[config.mk]
export PLATFORM = sky130hd
export DESIGN_NAME = xlate_route
export DESIGN_NICKNAME = d
export VERILOG_FILES = /design/src/rtl/xlate_route_pkg.sv /design/src/rtl/xlate_seg_decode.sv /design/src/rtl/xlate_path_sel.sv /design/src/rtl/xlate_resp_reg.sv /design/src/rtl/xlate_route.sv
export SDC_FILE = /design/constraint.sdc
export NUM_CORES = 1
export LEC_CHECK = 0
export ABC_AREA = 0
export BUFFER_PORTS_ARGS = -buffer_cell sky130_fd_sc_hd__buf_2
export CORE_AREA = 2 2 107 109
export CTS_CLUSTER_DIAMETER = 60
export CTS_CLUSTER_SIZE = 20
export DETAILED_ROUTE_END_ITERATION = 10
export DIE_AREA = 0 0 109 111
export HOLD_SLACK_MARGIN = 0.03
export PLACE_DENSITY = 0.65
export REMOVE_ABC_BUFFERS = 1
export SYNTH_ARGS = -nofsm -noshare
export SYNTH_HDL_FRONTEND = slang
export SYNTH_SLANG_ARGS = --single-unit
[constraint.sdc]
create_clock -name clk -period 2.24 [get_ports clk]
set_input_delay 0.224 -clock clk [delete_from_list [all_inputs] [get_ports clk]]
set_output_delay 0.224 -clock clk [all_outputs]
set_load 0.05 [all_outputs]
[src/rtl/xlate_route_pkg.sv]
package xlate_route_pkg;

   typedef enum logic [1:0] {
      ACC_READ  = 2'd0,
      ACC_WRITE = 2'd1,
      ACC_EXEC  = 2'd2
   } acc_e;

   typedef enum logic [1:0] {
      PATH_BYPASS  = 2'd0,
      PATH_SEGMENT = 2'd1,
      PATH_PAGED   = 2'd2
   } path_e;

   localparam int PERM_W = 3;
   localparam logic [PERM_W-1:0] PERM_ALL = 3'b111;

endpackage

[src/rtl/xlate_seg_decode.sv]
module xlate_seg_decode #(
   parameter int ADDR_W = 32,
   parameter int SEG_W  = 4,
   parameter int CFG_W  = 32
) (
   input  logic [ADDR_W-1:0] vaddr,
   input  logic [CFG_W-1:0]  mm_cfg,
   input  logic [ADDR_W-1:0] base_lo,
   input  logic [ADDR_W-1:0] base_hi,
   output logic              seg_direct,
   output logic [SEG_W-1:0]  base_nib
);

   localparam int NUM_SEG   = 1 << SEG_W;
   localparam int PER_REG   = NUM_SEG / 2;
   localparam int CFG_IDX_W = $clog2(CFG_W);

   if (PER_REG * SEG_W != ADDR_W) begin : g_bad_pack
      $error("base registers must hold exactly half of the region bases");
   end
   if (NUM_SEG > CFG_W) begin : g_bad_cfg
      $error("configuration word too narrow for the region enables");
   end

   logic [SEG_W-1:0]     seg;
   logic [CFG_IDX_W-1:0] cfg_idx;
   logic [SEG_W-1:0]     nib_tab [NUM_SEG];

   assign seg     = vaddr[ADDR_W-1 -: SEG_W];
   assign cfg_idx = CFG_IDX_W'(seg);

   for (genvar s = 0; s < PER_REG; s++) begin : g_nib
      assign nib_tab[s]           = base_lo[s*SEG_W +: SEG_W];
      assign nib_tab[s + PER_REG] = base_hi[s*SEG_W +: SEG_W];
   end

   assign seg_direct = mm_cfg[cfg_idx];
   assign base_nib   = nib_tab[seg];

endmodule

[src/rtl/xlate_path_sel.sv]
module xlate_path_sel
   import xlate_route_pkg::*;
#(
   parameter int          CFG_W   = 32,
   parameter logic [31:0] EN_MASK = 32'h0000_000C
) (
   input  logic             clk,
   input  logic             rst_n,
   input  logic             req_valid,
   input  logic             req_user,
   input  logic [1:0]       req_acc,
   input  logic [CFG_W-1:0] gc_cfg,
   input  logic             seg_direct,
   output logic             mmu_on,
   output path_e            path,
   output logic             tlb_req_valid,
   output logic             tlb_sel_insn
);

   localparam logic [CFG_W-1:0] MASK = CFG_W'(EN_MASK);

   if (MASK == '0) begin : g_bad_mask
      $error("enable mask selects no configuration bit");
   end

   assign mmu_on = |(gc_cfg & MASK);

   always_comb begin
      if (!mmu_on)
         path = PATH_BYPASS;
      else if (!req_user && seg_direct)
         path = PATH_SEGMENT;
      else
         path = PATH_PAGED;
   end

   assign tlb_req_valid = req_valid && (path == PATH_PAGED);
   assign tlb_sel_insn  = (acc_e'(req_acc) == ACC_EXEC);

   assert_user_paged_R4: assert property (@(posedge clk) disable iff (!rst_n)
      (req_valid && req_user && mmu_on) |-> tlb_req_valid);

   assert_tlb_needs_req_R7: assert property (@(posedge clk) disable iff (!rst_n)
      tlb_req_valid |-> (req_valid && mmu_on));

   assert_off_no_tlb_R2: assert property (@(posedge clk) disable iff (!rst_n)
      !mmu_on |-> !tlb_req_valid);

endmodule

[src/rtl/xlate_resp_reg.sv]
module xlate_resp_reg
   import xlate_route_pkg::*;
#(
   parameter int ADDR_W = 32,
   parameter int SEG_W  = 4
) (
   input  logic              clk,
   input  logic              rst_n,
   input  logic              req_valid,
   input  path_e             path,
   input  logic [ADDR_W-1:0] vaddr,
   input  logic [SEG_W-1:0]  base_nib,
   input  logic [ADDR_W-1:0] tlb_paddr,
   input  logic [PERM_W-1:0] tlb_perm,
   input  logic              tlb_fault,
   output logic              rsp_valid,
   output logic [ADDR_W-1:0] rsp_paddr,
   output logic [PERM_W-1:0] rsp_perm,
   output logic              rsp_fault,
   output logic [1:0]        rsp_path
);

   localparam int OFF_W = ADDR_W - SEG_W;

   logic [ADDR_W-1:0] nxt_paddr;
   logic [PERM_W-1:0] nxt_perm;
   logic              nxt_fault;

   always_comb begin
      unique case (path)
         PATH_SEGMENT: begin
            nxt_paddr = {base_nib, vaddr[OFF_W-1:0]};
            nxt_perm  = PERM_ALL;
            nxt_fault = 1'b0;
         end
         PATH_PAGED: begin
            nxt_paddr = tlb_paddr;
            nxt_perm  = tlb_perm;
            nxt_fault = tlb_fault;
         end
         default: begin
            nxt_paddr = vaddr;
            nxt_perm  = PERM_ALL;
            nxt_fault = 1'b0;
         end
      endcase
   end

   always_ff @(posedge clk or negedge rst_n) begin
      if (!rst_n) begin
         rsp_valid <= 1'b0;
         rsp_paddr <= '0;
         rsp_perm  <= '0;
         rsp_fault <= 1'b0;
         rsp_path  <= PATH_BYPASS;
      end else begin
         rsp_valid <= req_valid;
         if (req_valid) begin
            rsp_paddr <= nxt_paddr;
            rsp_perm  <= nxt_perm;
            rsp_fault <= nxt_fault;
            rsp_path  <= path;
         end
      end
   end

   assert_bypass_identity_R2: assert property (@(posedge clk) disable iff (!rst_n)
      (rsp_valid && rsp_path == PATH_BYPASS) |-> (rsp_paddr == $past(vaddr)));

   assert_segment_full_R5: assert property (@(posedge clk) disable iff (!rst_n)
      (rsp_valid && rsp_path == PATH_SEGMENT) |->
         (rsp_perm == PERM_ALL && !rsp_fault
          && rsp_paddr[OFF_W-1:0] == $past(vaddr[OFF_W-1:0])));

   assert_one_cycle_R9: assert property (@(posedge clk) disable iff (!rst_n)
      $past(req_valid) |-> rsp_valid);

   assert_no_spurious_R9: assert property (@(posedge clk) disable iff (!rst_n)
      !$past(req_valid) |-> !rsp_valid);

endmodule

[src/rtl/xlate_route.sv]
module xlate_route
   import xlate_route_pkg::*;
#(
   parameter int          ADDR_W  = 32,
   parameter int          SEG_W   = 4,
   parameter int          CFG_W   = 32,
   parameter logic [31:0] EN_MASK = 32'h0000_000C
) (
   input  logic              clk,
   input  logic              rst_n,
   input  logic              req_valid,
   input  logic [ADDR_W-1:0] req_vaddr,
   input  logic [1:0]        req_acc,
   input  logic              req_user,
   input  logic [CFG_W-1:0]  gc_cfg,
   input  logic [CFG_W-1:0]  mm_cfg,
   input  logic [ADDR_W-1:0] kbase_lo,
   input  logic [ADDR_W-1:0] kbase_hi,
   output logic              tlb_req_valid,
   output logic [ADDR_W-1:0] tlb_vaddr,
   output logic [1:0]        tlb_acc,
   output logic              tlb_user,
   output logic              tlb_sel_insn,
   input  logic [ADDR_W-1:0] tlb_paddr,
   input  logic [2:0]        tlb_perm,
   input  logic              tlb_fault,
   output logic              rsp_valid,
   output logic [ADDR_W-1:0] rsp_paddr,
   output logic [2:0]        rsp_perm,
   output logic              rsp_fault,
   output logic [1:0]        rsp_path
);

   logic             seg_direct;
   logic [SEG_W-1:0] base_nib;
   logic             mmu_on;
   path_e            path;

   xlate_seg_decode #(.ADDR_W(ADDR_W), .SEG_W(SEG_W), .CFG_W(CFG_W)) u_seg (
      .vaddr      (req_vaddr),
      .mm_cfg     (mm_cfg),
      .base_lo    (kbase_lo),
      .base_hi    (kbase_hi),
      .seg_direct (seg_direct),
      .base_nib   (base_nib)
   );

   xlate_path_sel #(.CFG_W(CFG_W), .EN_MASK(EN_MASK)) u_sel (
      .clk           (clk),
      .rst_n         (rst_n),
      .req_valid     (req_valid),
      .req_user      (req_user),
      .req_acc       (req_acc),
      .gc_cfg        (gc_cfg),
      .seg_direct    (seg_direct),
      .mmu_on        (mmu_on),
      .path          (path),
      .tlb_req_valid (tlb_req_valid),
      .tlb_sel_insn  (tlb_sel_insn)
   );

   assign tlb_vaddr = req_vaddr;
   assign tlb_acc   = req_acc;
   assign tlb_user  = req_user;

   xlate_resp_reg #(.ADDR_W(ADDR_W), .SEG_W(SEG_W)) u_rsp (
      .clk       (clk),
      .rst_n     (rst_n),
      .req_valid (req_valid),
      .path      (path),
      .vaddr     (req_vaddr),
      .base_nib  (base_nib),
      .tlb_paddr (tlb_paddr),
      .tlb_perm  (tlb_perm),
      .tlb_fault (tlb_fault),
      .rsp_valid (rsp_valid),
      .rsp_paddr (rsp_paddr),
      .rsp_perm  (rsp_perm),
      .rsp_fault (rsp_fault),
      .rsp_path  (rsp_path)
   );

   assert_insn_sel_R8: assert property (@(posedge clk) disable iff (!rst_n)
      (tlb_req_valid && tlb_acc != 2'd2) |-> !tlb_sel_insn);

   assert_paged_route_R7: assert property (@(posedge clk) disable iff (!rst_n)
      tlb_req_valid |=> (rsp_valid && rsp_path == 2'd2 && rsp_paddr == $past(tlb_paddr)));

endmodule

# Yosys cells after proc, flatten, opt, wreduce, memory -nomap -nowiden
# Index checks and enable logic that the tools add are counted.
[op_classes]
order_cmp = 2
n_mux = 10
n_eq_ne = 3
bitwise_logic = 1
n_reduce_logical = 4
[ops]
columns = ["operator", "count"]
rows = [
  ["$pmux 32 s2", 1],
  ["$bmux 4 s4", 1],
  ["$mux 4", 2],
  ["$lt 4x6->1 const B", 1],
  ["$ge 5x5->1 const B", 1],
  ["$not 4->5", 1],
  ["$bmux 1 s4", 1],
  ["$eq 2x2->1 const B", 2],
  ["$mux 2", 2],
  ["$mux 3", 1],
  ["$eq 2x1->1 const B", 1],
  ["$logic_and 1x1->1", 2],
  ["$mux 1", 2],
  ["$reduce_or 2->1", 1],
  ["$logic_not 1->1", 1],
]
[totals]
in_bits = 202
elab_cells = 25
regBits = 39
output_inout_bits = 76

# Longest topological paths before layout
[depth]
ltp_word = 7
depth_mapped = 9
ltp_nobuf = 5

# Modules after synthesis
# From an unflattened synthesis, not the netlist that was laid out.
[hier_totals]
hier_cells = 233
area_unflattened_um2 = 2735.1
[modules_own_cells]
columns = ["mod", "area_per_inst_um2", "instances", "seq_area_each_um2", "cells_each"]
rows = [
  ["xlate_resp_reg", 1816.7, 1, 975.9, 144],
  ["xlate_seg_decode", 600.6, 1, 0.0, 47],
  ["xlate_route", 262.8, 1, 0.0, 35],
  ["xlate_path_sel", 55.1, 1, 0.0, 7],
]

# Worst setup path before layout
# OpenSTA, ideal clock, no wires.
[synth_path]
kind = "input port to output port"
start = "in req_vaddr[28]"
end = "out tlb_req_valid"
t_arrival_ns = 1.870
setup_slack_ns = 0.146
path_stages = 6
cell_sequence = "mux4_2 -> and4bb_4 -> nor3_2 -> buf_4 -> buf_4 -> and3_1"
[synth_via]
elab_chain_cells = 7
[synth_rtl]
columns = ["element", "line", "source"]
rows = [
  ["from (decl)", "xlate_route.sv:12", "input logic [ADDR_W-1:0] req_vaddr,"],
  ["$bmux 1 s4", "xlate_seg_decode.sv:37", "assign seg_direct = mm_cfg[cfg_idx];"],
  ["$mux 1 (not written as such)", "xlate_seg_decode.sv:37", ""],
  ["$logic_and 1x1->1", "xlate_path_sel.sv:31", "else if (!req_user && seg_direct)"],
  ["$mux 2", "xlate_path_sel.sv:31", ""],
  ["$mux 2", "xlate_path_sel.sv:29", "if (!mmu_on)"],
  ["$eq 2x2->1", "xlate_path_sel.sv:37", "assign tlb_req_valid = req_valid && (path == PATH_PAGED);"],
  ["$logic_and 1x1->1", "xlate_path_sel.sv:37", ""],
  ["to (decl)", "xlate_route.sv:19", "output logic tlb_req_valid,"],
]
# Every way passes these cells. The select of a mux whose other input is x is not followed.

# Final worst setup path
# Same ends and word-level chain as after synthesis.

==> impl_metrics.ini <==
[worst_setup_path]
critPathBufInv = 2
crit_chain = buf_2 -> mux4_2 -> and4bb_4 -> nor3_4 -> and3_1 -> buf_2
cp-end-kind = output port
required_ps = 2020
critPathKind = primary input to output port
path_common_cell = buf_2
startpoint = req_vaddr[28]
cpMaxStageDelayCell = mux4_2
timing.rr.start = u_rsp.rsp_paddr[28]$_DFFE_PN0P_
cp-start-kind = primary input
arrival_ps = 1810
crit_family = simple AND/OR/NAND/NOR gates
critPathMaxFanout = 4
max_stage_delay_ps = 550

[final_layout]
multiInputGateArea_sq_mm = 0.00161
seqCellArea_sq_um = 976
area_growth_pct = 41.2
antennaDiodeCount = 0
nets = 705
fill_cells = 1113
drive_above_1_share = 0.611
final_core_util = 0.383
fin_cells = 647

[synthesis]
ys_seq_area_frac = 0.325
ys.flop_type = dfrtp_1
syn-cell-area_sq_mm = 0.00301
syn_avg_cell_area_sq_um = 9.66
ys_warn_count = 0
synthCells = 311
ys_async_sr_fraction = 1.00
ys_seq_elements = 39
ys_types = 31
synth_edf_count = 0

[sta]
period_minus_slack_ps = 2030
final_hold_viol_count = 0
report.final.slew_viol_count = 0
setup_violations = 0
fin_tns_setup_ps = 0
fmax_ghz = 0.492
skew_ps = 0
worst_pin_slew_ps = 916
slew_headroom = 0.389
rsz0062_at_grt = no
period_share = 0.907

[routing]
antenna_left = 0
via_per_inst = 4.98
dr.first_iter.drc_count = 235
vias = 3222
post_drt_wl_per_cell_um = 15.8
drc_errors = 0
wl_mm = 10.2
firstDrtPassIters = 4

[global_route]
grt_max_degree = 51
antenna_found_initial = 0
grt-ovfl-total = 0
grt_usage = 0.164
grt_pass1_wl_mm = 15.3
grt_pass1_vias = 3062

[placed_design]
place_hpwl_mm = 8.10
gp_congestion = 0.747
portBuffers = 231
placedCellCount = 639

[floorplanning]
io_pins = 278
die_h_um = 111
start_util = 0.271
rows = 39
dieArea_sq_mm = 0.0121
die_x_um = 109
core_area_sq_mm = 0.0111

[power]
power_mw = 2.96
p_per_area_mw_per_mm2 = 696
p_leak_nw = 2.03
vdd.ir_drop.worst_uv = 335

[job]
drv_cap = 0

[cts]
cts_tree = yes
cts_buffer_depth = 2
cts_max_level = 2
clk_latency_ps = 280
hold_buffers = 0
cts_resized = 0
clockRootBuffer = clkbuf_16
clock_sinks = 39
cts_made_buffers = 5
path_clk_slew_ps = 60
post_cts_buffers = 0

[worst_hold_path]
hold_class = primary input to async pin

[status]
status = finished, final reports clean
-- layer usage --
metal / up-vias / routed length (um) / global-route usage
li1: 1507 / - / -
met1: 1524 / 3870 / 0.187
met2: 183 / 5270 / 0.309
met3: 8 / 984 / 0.0364
met4: 0 / 74 / 0.0299
met5: - / 0 / 0
-- worst reg2reg max path, stage by stage (launching register included) --
cell and delay [ps]:
dfrtp_1 380, nor2_1 140, nor2_1 80, o211ai_1 100
o211ai_1 120
-- where the power goes --
part | internal [mW] | switching (mW)
clock network | 0.554 | 0.282
registers | 0.803 | 0.0498
logic | 0.401 | 0.866
total | 1.76 | 1.20
-- final timing paths --
kind                                                   end  depth (start not counted)  slack [ps]
max                                          tlb_req_valid                          6         210
min                        u_rsp.rsp_paddr[25]$_DFFE_PN0P_                          1          80
max reg2reg                u_rsp.rsp_paddr[28]$_DFFE_PN0P_                          4        1290
min reg2reg                  u_rsp.rsp_path[0]$_DFFE_PN0P_                          2         520
max in group asynchronous   u_rsp.rsp_paddr[3]$_DFFE_PN0P_                          1        1590
min in group clk               u_rsp.rsp_fault$_DFFE_PN0P_                          2         190
-- layout by cell type, fill, tap and decap left out, types with 3 or more instances in the layout --
cell type and n:
a21o_1 4, a21oi_1 4, a22oi_1 8, a31oi_1 28, buf_12 3, buf_2 231, buf_4 12, clkbuf_16 5
dfrtp_1 39, mux2_2 3, mux2i_1 4, mux4_2 18, nand2_1 12, nand3_1 28, nor2_1 43, nor2b_1 5
nor3_2 3, o211ai_1 8, o21ai_1 6, o21ai_2 25
-- flip-flops by register name, indices dropped and copies added, names as in the netlist --
signal and count:
u_rsp.rsp_fault 1, u_rsp.rsp_path 2, u_rsp.rsp_paddr 32, u_rsp.rsp_perm 3, u_rsp.rsp_valid 1
-- stage by stage --
| step | cell area [sq um] | worst slack, ps | hold WS, ps |
|---|---|---|---|
| after floorplan | 2580 | -392 | -71.6 |
| after global placement | 4070 | 17.5 | 412 |
| after detailed placement | 4070 | -12.4 | 412 |
| after CTS | 4240 | 176 | 108 |
| after global routing | 4240 | 125 | 166 |
| final | 4240 | 209 | 79.2 |
-- logic make-up (layout without fill, tap and decap cells) --
| family | after synthesis | count (layout) | synth area share |
|---|---|---|---|
| and+or+nand+nor | 98 | 98 | 0.159 |
| muxes | 25 | 25 | 0.159 |
| AOI/OAI and AO/OA | 87 | 87 | 0.213 |
| buffers and inverters | 62 | 255 | 0.143 |
| DFF | 39 | 39 | 0.325 |
-- area by class of cell --
| type | count | share of cell area |
|---|---|---|
| Clock inverter | 2 | 0.00825 |
| Timing Repair Buffer | 246 | 0.308 |
| Multi-Input combinational cell | 210 | 0.378 |
| Inverter | 1 | 0.000884 |
| Clock buffer | 6 | 0.0327 |
| Tap cell | 143 | 0.0422 |
| Sequential cell | 39 | 0.230 |
-- synth_stat cells, types with 3 or more instances --
master / count / area share
a31oi_1: 28 / 0.058
o21ai_1: 6 / 0.010
nor2b_1: 5 / 0.010
nor3_2: 4 / 0.013
mux4_2: 18 / 0.13
mux2_2: 3 / 0.011
buf_4: 43 / 0.11
mux2i_1: 4 / 0.013
clkbuf_1: 9 / 0.011
nand2_1: 12 / 0.015
o211ai_1: 8 / 0.020
dfrtp_1: 39 / 0.32
a21oi_1: 4 / 0.0067
nor2_1: 43 / 0.054
buf_2: 5 / 0.0083
a22oi_1: 8 / 0.020
a21o_1: 4 / 0.010
nand3_1: 28 / 0.047
buf_6: 4 / 0.015
o21ai_2: 25 / 0.073
Note: power is estimated with default switching activity, not from simulation.
